$ cat config.mk
export PLATFORM = sky130hd
export DESIGN_NAME = rate_pick
export DESIGN_NICKNAME = d
export VERILOG_FILES = /design/src/rtl/rate_pick_pkg.sv /design/src/rtl/rate_pick_rom.sv /design/src/rtl/rate_pick_dist.sv /design/src/rtl/rate_pick_ctrl.sv /design/src/rtl/rate_pick.sv
export SDC_FILE = /design/constraint.sdc
export NUM_CORES = 1
export LEC_CHECK = 0
export BUFFER_PORTS_ARGS = -buffer_cell sky130_fd_sc_hd__buf_4
export CAP_MARGIN = 10
export CORE_MARGIN = 10
export CORE_UTILIZATION = 65
export DETAILED_ROUTE_END_ITERATION = 10
export PLACE_DENSITY = 0.89
export SLEW_MARGIN = 30
export SYNTH_ARGS = -nofsm -noshare
export SYNTH_HDL_FRONTEND = slang
export SYNTH_SLANG_ARGS = --single-unit
$ cat constraint.sdc
create_clock -name clk_i -period 13.3 [get_ports clk_i]
set_input_delay 2.66 -clock clk_i [delete_from_list [all_inputs] [get_ports clk_i]]
set_output_delay 2.66 -clock clk_i [all_outputs]
set_load 0.005 [all_outputs]
$ cat src/rtl/rate_pick_pkg.sv
package rate_pick_pkg;

  localparam int RATE_W  = 32;
  localparam int IDIV_W  = 5;
  localparam int FBDIV_W = 7;
  localparam int ODIV_W  = 2;
  localparam int BAND_W  = 4;

  typedef enum logic {MODE_ROUND = 1'b0, MODE_SET = 1'b1} mode_e;
  typedef enum logic {ERR_EMPTY = 1'b0, ERR_NO_MATCH = 1'b1} err_e;

  typedef struct packed {
    logic [RATE_W-1:0]  rate;
    logic [IDIV_W-1:0]  idiv;
    logic [FBDIV_W-1:0] fbdiv;
    logic [ODIV_W-1:0]  odiv;
    logic [BAND_W-1:0]  band;
  } cfg_t;

  function automatic cfg_t mk(int mhz, int iv, int fv, int ov);
    cfg_t c;
    c.rate  = RATE_W'(mhz * 1000000);
    c.idiv  = IDIV_W'(iv);
    c.fbdiv = FBDIV_W'(fv);
    c.odiv  = ODIV_W'(ov);
    c.band  = '0;
    return c;
  endfunction

  // sel 0: general table, sel 1: video table, other: empty
  function automatic cfg_t tbl_entry(int sel, int idx);
    cfg_t c;
    c = '0;
    if (sel == 0) begin
      case (idx)
        0:  c = mk(100, 0, 11, 3);
        1:  c = mk(133, 0, 15, 3);
        2:  c = mk(200, 1, 47, 3);
        3:  c = mk(233, 1, 27, 2);
        4:  c = mk(300, 1, 35, 2);
        5:  c = mk(333, 1, 39, 2);
        6:  c = mk(400, 1, 47, 2);
        7:  c = mk(500, 0, 14, 1);
        8:  c = mk(600, 0, 17, 1);
        9:  c = mk(700, 0, 20, 1);
        10: c = mk(800, 0, 23, 1);
        11: c = mk(900, 1, 26, 0);
        12: c = mk(1000, 1, 29, 0);
        13: c = mk(1100, 1, 32, 0);
        14: c = mk(1200, 1, 35, 0);
        15: c = mk(1300, 1, 38, 0);
        16: c = mk(1400, 1, 41, 0);
        17: c = mk(1500, 1, 44, 0);
        18: c = mk(1600, 1, 47, 0);
        default: c = '0;
      endcase
    end else if (sel == 1) begin
      case (idx)
        0: c = mk(297, 0, 21, 2);
        1: c = mk(540, 0, 19, 1);
        2: c = mk(594, 0, 21, 1);
        default: c = '0;
      endcase
    end
    return c;
  endfunction

endpackage

$ cat src/rtl/rate_pick_rom.sv
module rate_pick_rom
  import rate_pick_pkg::*;
#(
  parameter int TBL_SEL = 0,
  parameter int DEPTH   = 20,
  localparam int IW     = (DEPTH > 1) ? $clog2(DEPTH) : 1
) (
  input  logic [IW-1:0] idx_i,
  output cfg_t          ent_o
);

  cfg_t tbl [DEPTH];

  for (genvar g = 0; g < DEPTH; g++) begin : g_ent
    assign tbl[g] = tbl_entry(TBL_SEL, g);
  end

  always_comb begin
    ent_o = '0;
    if (int'(idx_i) < DEPTH) ent_o = tbl[idx_i];
  end

endmodule

$ cat src/rtl/rate_pick_dist.sv
module rate_pick_dist #(
  parameter int W = 32
) (
  input  logic [W-1:0] req_i,
  input  logic [W-1:0] cand_i,
  input  logic [W-1:0] best_i,
  output logic         closer_o,
  output logic         exact_o
);

  logic [W-1:0] d_cand, d_best;

  assign d_cand   = (cand_i > req_i) ? cand_i - req_i : req_i - cand_i;
  assign d_best   = (best_i > req_i) ? best_i - req_i : req_i - best_i;
  // strict compare keeps the earlier entry on a tie
  assign closer_o = d_cand < d_best;
  assign exact_o  = cand_i == req_i;

endmodule

$ cat src/rtl/rate_pick_ctrl.sv
module rate_pick_ctrl
  import rate_pick_pkg::*;
#(
  parameter int DEPTH = 20,
  localparam int IW   = (DEPTH > 1) ? $clog2(DEPTH) : 1
) (
  input  logic              clk_i,
  input  logic              rst_ni,
  input  logic              start_i,
  input  logic              mode_i,
  input  logic [RATE_W-1:0] req_i,
  input  cfg_t              ent_i,
  input  logic              closer_i,
  input  logic              exact_i,
  output logic [IW-1:0]     idx_o,
  output logic [RATE_W-1:0] req_q_o,
  output logic [RATE_W-1:0] best_rate_o,
  output logic              busy_o,
  output logic              done_o,
  output logic              err_o,
  output logic              err_code_o,
  output cfg_t              res_o
);

  typedef enum logic {ST_IDLE, ST_SCAN} st_e;

  localparam logic [IW-1:0] LAST = IW'(DEPTH - 1);

  st_e           state_q;
  logic [IW-1:0] idx_q;
  mode_e         mode_q;
  logic [RATE_W-1:0] req_q;
  cfg_t          best_q, nxt_best, fin_ent, res_q;
  logic          fin, fin_err, fin_code, adv, last, ent_zero;
  logic          done_q, err_q, code_q;

  assign last     = idx_q == LAST;
  assign ent_zero = ent_i.rate == '0;

  always_comb begin
    fin      = 1'b0;
    fin_err  = 1'b0;
    fin_code = ERR_EMPTY;
    fin_ent  = '0;
    nxt_best = best_q;
    adv      = 1'b0;
    if (state_q == ST_SCAN) begin
      if (mode_q == MODE_SET) begin
        if (!ent_zero && exact_i) begin
          fin     = 1'b1;
          fin_ent = ent_i;
        end else if (ent_zero || last) begin
          fin      = 1'b1;
          fin_err  = 1'b1;
          fin_code = ERR_NO_MATCH;
        end else begin
          adv = 1'b1;
        end
      end else if (idx_q == '0) begin
        if (ent_zero) begin
          fin      = 1'b1;
          fin_err  = 1'b1;
          fin_code = ERR_EMPTY;
        end else begin
          nxt_best = ent_i;
          if (last) begin
            fin     = 1'b1;
            fin_ent = ent_i;
          end else begin
            adv = 1'b1;
          end
        end
      end else if (ent_zero) begin
        fin     = 1'b1;
        fin_ent = best_q;
      end else begin
        nxt_best = closer_i ? ent_i : best_q;
        if (last) begin
          fin     = 1'b1;
          fin_ent = nxt_best;
        end else begin
          adv = 1'b1;
        end
      end
    end
  end

  always_ff @(posedge clk_i or negedge rst_ni) begin
    if (!rst_ni) begin
      state_q <= ST_IDLE;
      idx_q   <= '0;
      mode_q  <= MODE_ROUND;
      req_q   <= '0;
      best_q  <= '0;
      res_q   <= '0;
      done_q  <= 1'b0;
      err_q   <= 1'b0;
      code_q  <= 1'b0;
    end else begin
      done_q <= 1'b0;
      case (state_q)
        ST_IDLE: begin
          if (start_i) begin
            state_q <= ST_SCAN;
            idx_q   <= '0;
            mode_q  <= mode_e'(mode_i);
            req_q   <= req_i;
          end
        end
        default: begin
          if (fin) begin
            state_q <= ST_IDLE;
            res_q   <= fin_ent;
            err_q   <= fin_err;
            code_q  <= fin_code;
            done_q  <= 1'b1;
          end else if (adv) begin
            idx_q  <= idx_q + 1'b1;
            best_q <= nxt_best;
          end
        end
      endcase
    end
  end

  assign idx_o       = idx_q;
  assign req_q_o     = req_q;
  assign best_rate_o = best_q.rate;
  assign busy_o      = state_q == ST_SCAN;
  assign done_o      = done_q;
  assign err_o       = err_q;
  assign err_code_o  = code_q;
  assign res_o       = res_q;

endmodule

$ cat src/rtl/rate_pick.sv
module rate_pick
  import rate_pick_pkg::*;
#(
  parameter int TBL_SEL = 0,
  parameter int DEPTH   = 20
) (
  input  logic               clk_i,
  input  logic               rst_ni,
  input  logic               start_i,
  input  logic               mode_i,
  input  logic [RATE_W-1:0]  req_rate_i,
  output logic               busy_o,
  output logic               done_o,
  output logic               err_o,
  output logic               err_code_o,
  output logic [RATE_W-1:0]  rate_o,
  output logic [IDIV_W-1:0]  idiv_o,
  output logic [FBDIV_W-1:0] fbdiv_o,
  output logic [ODIV_W-1:0]  odiv_o,
  output logic [BAND_W-1:0]  band_o
);

  localparam int IW = (DEPTH > 1) ? $clog2(DEPTH) : 1;

  logic [IW-1:0]     idx;
  cfg_t              ent, res;
  logic [RATE_W-1:0] req_q, best_rate;
  logic              closer, exact;

  rate_pick_rom #(.TBL_SEL(TBL_SEL), .DEPTH(DEPTH)) u_rom (
    .idx_i (idx),
    .ent_o (ent)
  );

  rate_pick_dist #(.W(RATE_W)) u_dist (
    .req_i    (req_q),
    .cand_i   (ent.rate),
    .best_i   (best_rate),
    .closer_o (closer),
    .exact_o  (exact)
  );

  rate_pick_ctrl #(.DEPTH(DEPTH)) u_ctrl (
    .clk_i       (clk_i),
    .rst_ni      (rst_ni),
    .start_i     (start_i),
    .mode_i      (mode_i),
    .req_i       (req_rate_i),
    .ent_i       (ent),
    .closer_i    (closer),
    .exact_i     (exact),
    .idx_o       (idx),
    .req_q_o     (req_q),
    .best_rate_o (best_rate),
    .busy_o      (busy_o),
    .done_o      (done_o),
    .err_o       (err_o),
    .err_code_o  (err_code_o),
    .res_o       (res)
  );

  assign rate_o  = res.rate;
  assign idiv_o  = res.idiv;
  assign fbdiv_o = res.fbdiv;
  assign odiv_o  = res.odiv;
  assign band_o  = res.band;

endmodule

==> run_results.csv <==
group,metric,value,unit
grt,grt_pass1_vias,12860,
cells_and_area,antennaDiodeCount,0,
synth,synth-seq-area-share,0.2652,
clock_network,clockBufferDepth,2,
critical_path,r2r-start,"u_ctrl.idx_o[2]",
cells_and_area,final_cell_mix,"192 x a21oi_1, 161 x nand2_1, 158 x ha_1, 142 x dfrtp_1, 133 x nor2_1",
synth,synth_mux_area_frac,0.03277,
route,drt-vias-per-instance,6.871,
route,drt_first_pass_iters,8,
synth,ys.flop_type,"dfrtp_1",
timing,fin_setup_tns,0,ns
clock_network,clk_pin_slew,0.08,ns
timing,slew_headroom,0.3085,
critical_path,slowest_stage,"dfrtp_1",
route,drc,0,
synth,yosys.area.top_type,"dfrtp_1",
synth,ys_ff_latch,142,
die,die_x,163.6,microns
synth,synthAdderAreaFrac,0.1505,
grt,grt_max_degree,82,
critical_path,max_stage_delay,0.99,ns
timing,period_share,0.6986,
route,dr_total_vias,13780,
grt,grt.total_usage,0.3548,
outcome,status,"finished, final reports clean",
die,start_util,0.6623,
grt,grt_pass1_wl,74.33,mm
clock_network,cts_setup_buffers,0,
die,core,20230,sq um
die,num_io_pins,90,
timing,worst_pin_slew,1.037,ns
cells_and_area,drive_gt1_frac,0.1003,
grt,grt_antenna_before_repair,0,
synth,synth_top_area_share,0.2652,
synth,syn_area_per_cell,7.869,sq um
synth,async_flop_share,1.000,
timing,fin_skew,0.02801,ns
job,max-cap-violations,0,
timing,rsz0062_at_grt,"no",
worst_hold_path,min_from,"u_ctrl.res_o[22]",
route,drtIter0Drc,1979,
critical_path,worstPathArrival,9.61,ns
timing,final-setup-viol-count,0,
synth,synth-edff-count,0,
critical_path,cp_cell_sequence,"inv_1 -> ha_1 -> o311ai_0 -> inv_1 -> ha_1 -> a21oi_1 -> o21ai_0 -> a211oi_2 -> or3_4 -> a21oi_4 -> o211ai_1 -> a31oi_2 -> o21ai_1 -> xnor2_1 -> ha_1 -> a21o_1 -> a211oi_1 -> o21ai_0 -> a21oi_1 -> a31oi_1 -> a21oi_4 -> buf_4 -> mux2_2",
route,wl,48.43,mm
synth,syn_inst,1703,
placement,post-dp-hpwl,36.16,mm
synth,synth_fp_nets,1899,
die,std_cell_rows,52,
timing,slew_violations,0,
critical_path,cp_common_cell,"ha_1",
worst_hold_path,hold_class,"reg -> reg",
clock_network,clk_latency,0.46,ns
synth,synth-simple-area-share,0.1730,
synth,ys_warn_count,0,
synth,ys_top_cells_by_area,"dfrtp_1 27%, ha_1 15%, a21oi_1 7.2%",
synth,synth-compound-area-share,0.2764,
placement,place_congestion,1.042,
synth,synth-xor-area-share,0.03725,
synth,synthDistinctLibCells,81,
critical_path,worstPathRequired,13.62,ns
cells_and_area,layout_commonest_cell,"a21oi_1",
clock_network,cts_buffers,17,
cells_and_area,syn2layout_area_growth,9.804,%
timing,min_period,9.292,ns
placement,numPortBuffers,89,
synth,syn_area,13400,sq um
critical_path,crit_path_start,"u_ctrl.idx_o[2]",
route,wire_per_inst,24.16,microns
critical_path,startpoint_type,"register",
timing,hold_viol_final,0,
synth,synth_top_family_by_area,"compound AO/OA/AOI/OAI gates",
die,die_area,26760,sq um
clock_network,cts_resized,0,
clock_network,cts_tree,"done",
grt,overflow,0,
clock_network,clock-sinks,142,
critical_path,cp-end-kind,"register",
clock_network,h-tree-depth,4,
critical_path,worstSetupPathType,"reg -> reg",
clock_network,cts_hold_buf,0,
route,antenna_left,0,
critical_path,worstPathMaxFanout,50,
clock_network,cts_root_buf,"clkbuf_16",
die,fp.dieH,163.6,microns
cells_and_area,fin_nets,1918,
timing,fmax,0.1076,GHz
synth_stat cells, types with 23 or more instances:
| library cell | instances |
|---|---|
| a21oi_1 | 193 |
| nand2_1 | 162 |
| ha_1 | 158 |
| dfrtp_1 | 142 |
| nor2_1 | 133 |
| inv_1 | 121 |
| o21ai_0 | 103 |
| a21o_1 | 68 |
| clkbuf_1 | 68 |
| nand3_1 | 51 |
| xnor2_1 | 38 |
| mux2i_1 | 36 |
| o22ai_1 | 31 |
| nand4_1 | 30 |
| nor3_1 | 26 |
| buf_2 | 23 |
sequential cells by signal, indices dropped and copies added (netlist names):
register / count
u_ctrl.err_code_o: 1
u_ctrl.res_o: 50
u_ctrl.idx_o: 5
u_ctrl.busy_o: 1
u_ctrl.best_q: 18
u_ctrl.mode_q: 1
u_ctrl.done_o: 1
u_ctrl.best_rate_o: 32
u_ctrl.req_q_o: 32
u_ctrl.err_o: 1
per-layer routing:
metal	vias to the layer above	routed length (microns)	GRT usage
met2	987	21130	0.5348
li1	6132	-	-
met5	-	0	0
met1	6495	19280	0.4892
met3	162	5921	0.07022
met4	0	2110	0.1430
kinds of logic (layout without fill, tap and decap cells):
logic type,Yosys count,in the layout
compound gates,584,584
xor+xnor,57,57
fa+ha+maj,160,160
buf+inv,221,253
flops,142,142
mux,43,43
simple gates,496,496
worst max-delay path: cells and delay by family, from the launching register on:
| family | cells | cell delay [ns] |
|---|---|---|
| DFF | 1 | 0.99 |
| muxes | 1 | 0.42 |
| and+or+nand+nor | 1 | 0.46 |
| adders and majority gates | 3 | 1.17 |
| buffers and inverters | 3 | 1.30 |
| AOI/OAI and AO/OA | 14 | 4.67 |
| xor gates and xnor gates | 1 | 0.15 |
per-stage QoR:
stage,hold WS [ns],cell area (sq um),util,worst slack (ns),std cells
after floorplan,0.4586,13400,-,6.592,1703
after global placement,0.4522,14110,0.6971,4.682,1973
after detailed placement,0.4569,14110,0.6971,4.404,1973
after CTS,0.4730,14710,0.7270,4.351,2005
after global routing,0.4897,14710,0.7272,3.576,2005
final,0.4665,14710,0.7272,4.008,2005
path summary, 6_finish.rpt:
path                       depth (start not counted)            endpoint  slack [ns]
max in group asynchronous                          2  u_ctrl.req_q_o[16]        9.91
max                                               23    u_ctrl.best_q[4]        4.01
max reg2reg                                       23    u_ctrl.best_q[4]        4.01
min in group asynchronous                          1   u_ctrl.req_q_o[0]        2.22
min                                                2    u_ctrl.res_o[22]        0.47
min reg2reg                                        2    u_ctrl.res_o[22]        0.47
final cells by class:
type	instances	area, sq um
Sequential cell	142	3553
Timing Repair Buffer	99	750.7
Fill cell	1588	5520
Inverter	122	457.9
Multi-Input combinational cell	1340	9010
Tap cell	270	337.8
Clock buffer	17	425.4
Clock inverter	15	178.9
Power is left out: the tool's default activity adds up to more than one toggle a clock period on the data nets, which glitch-free logic cannot reach.
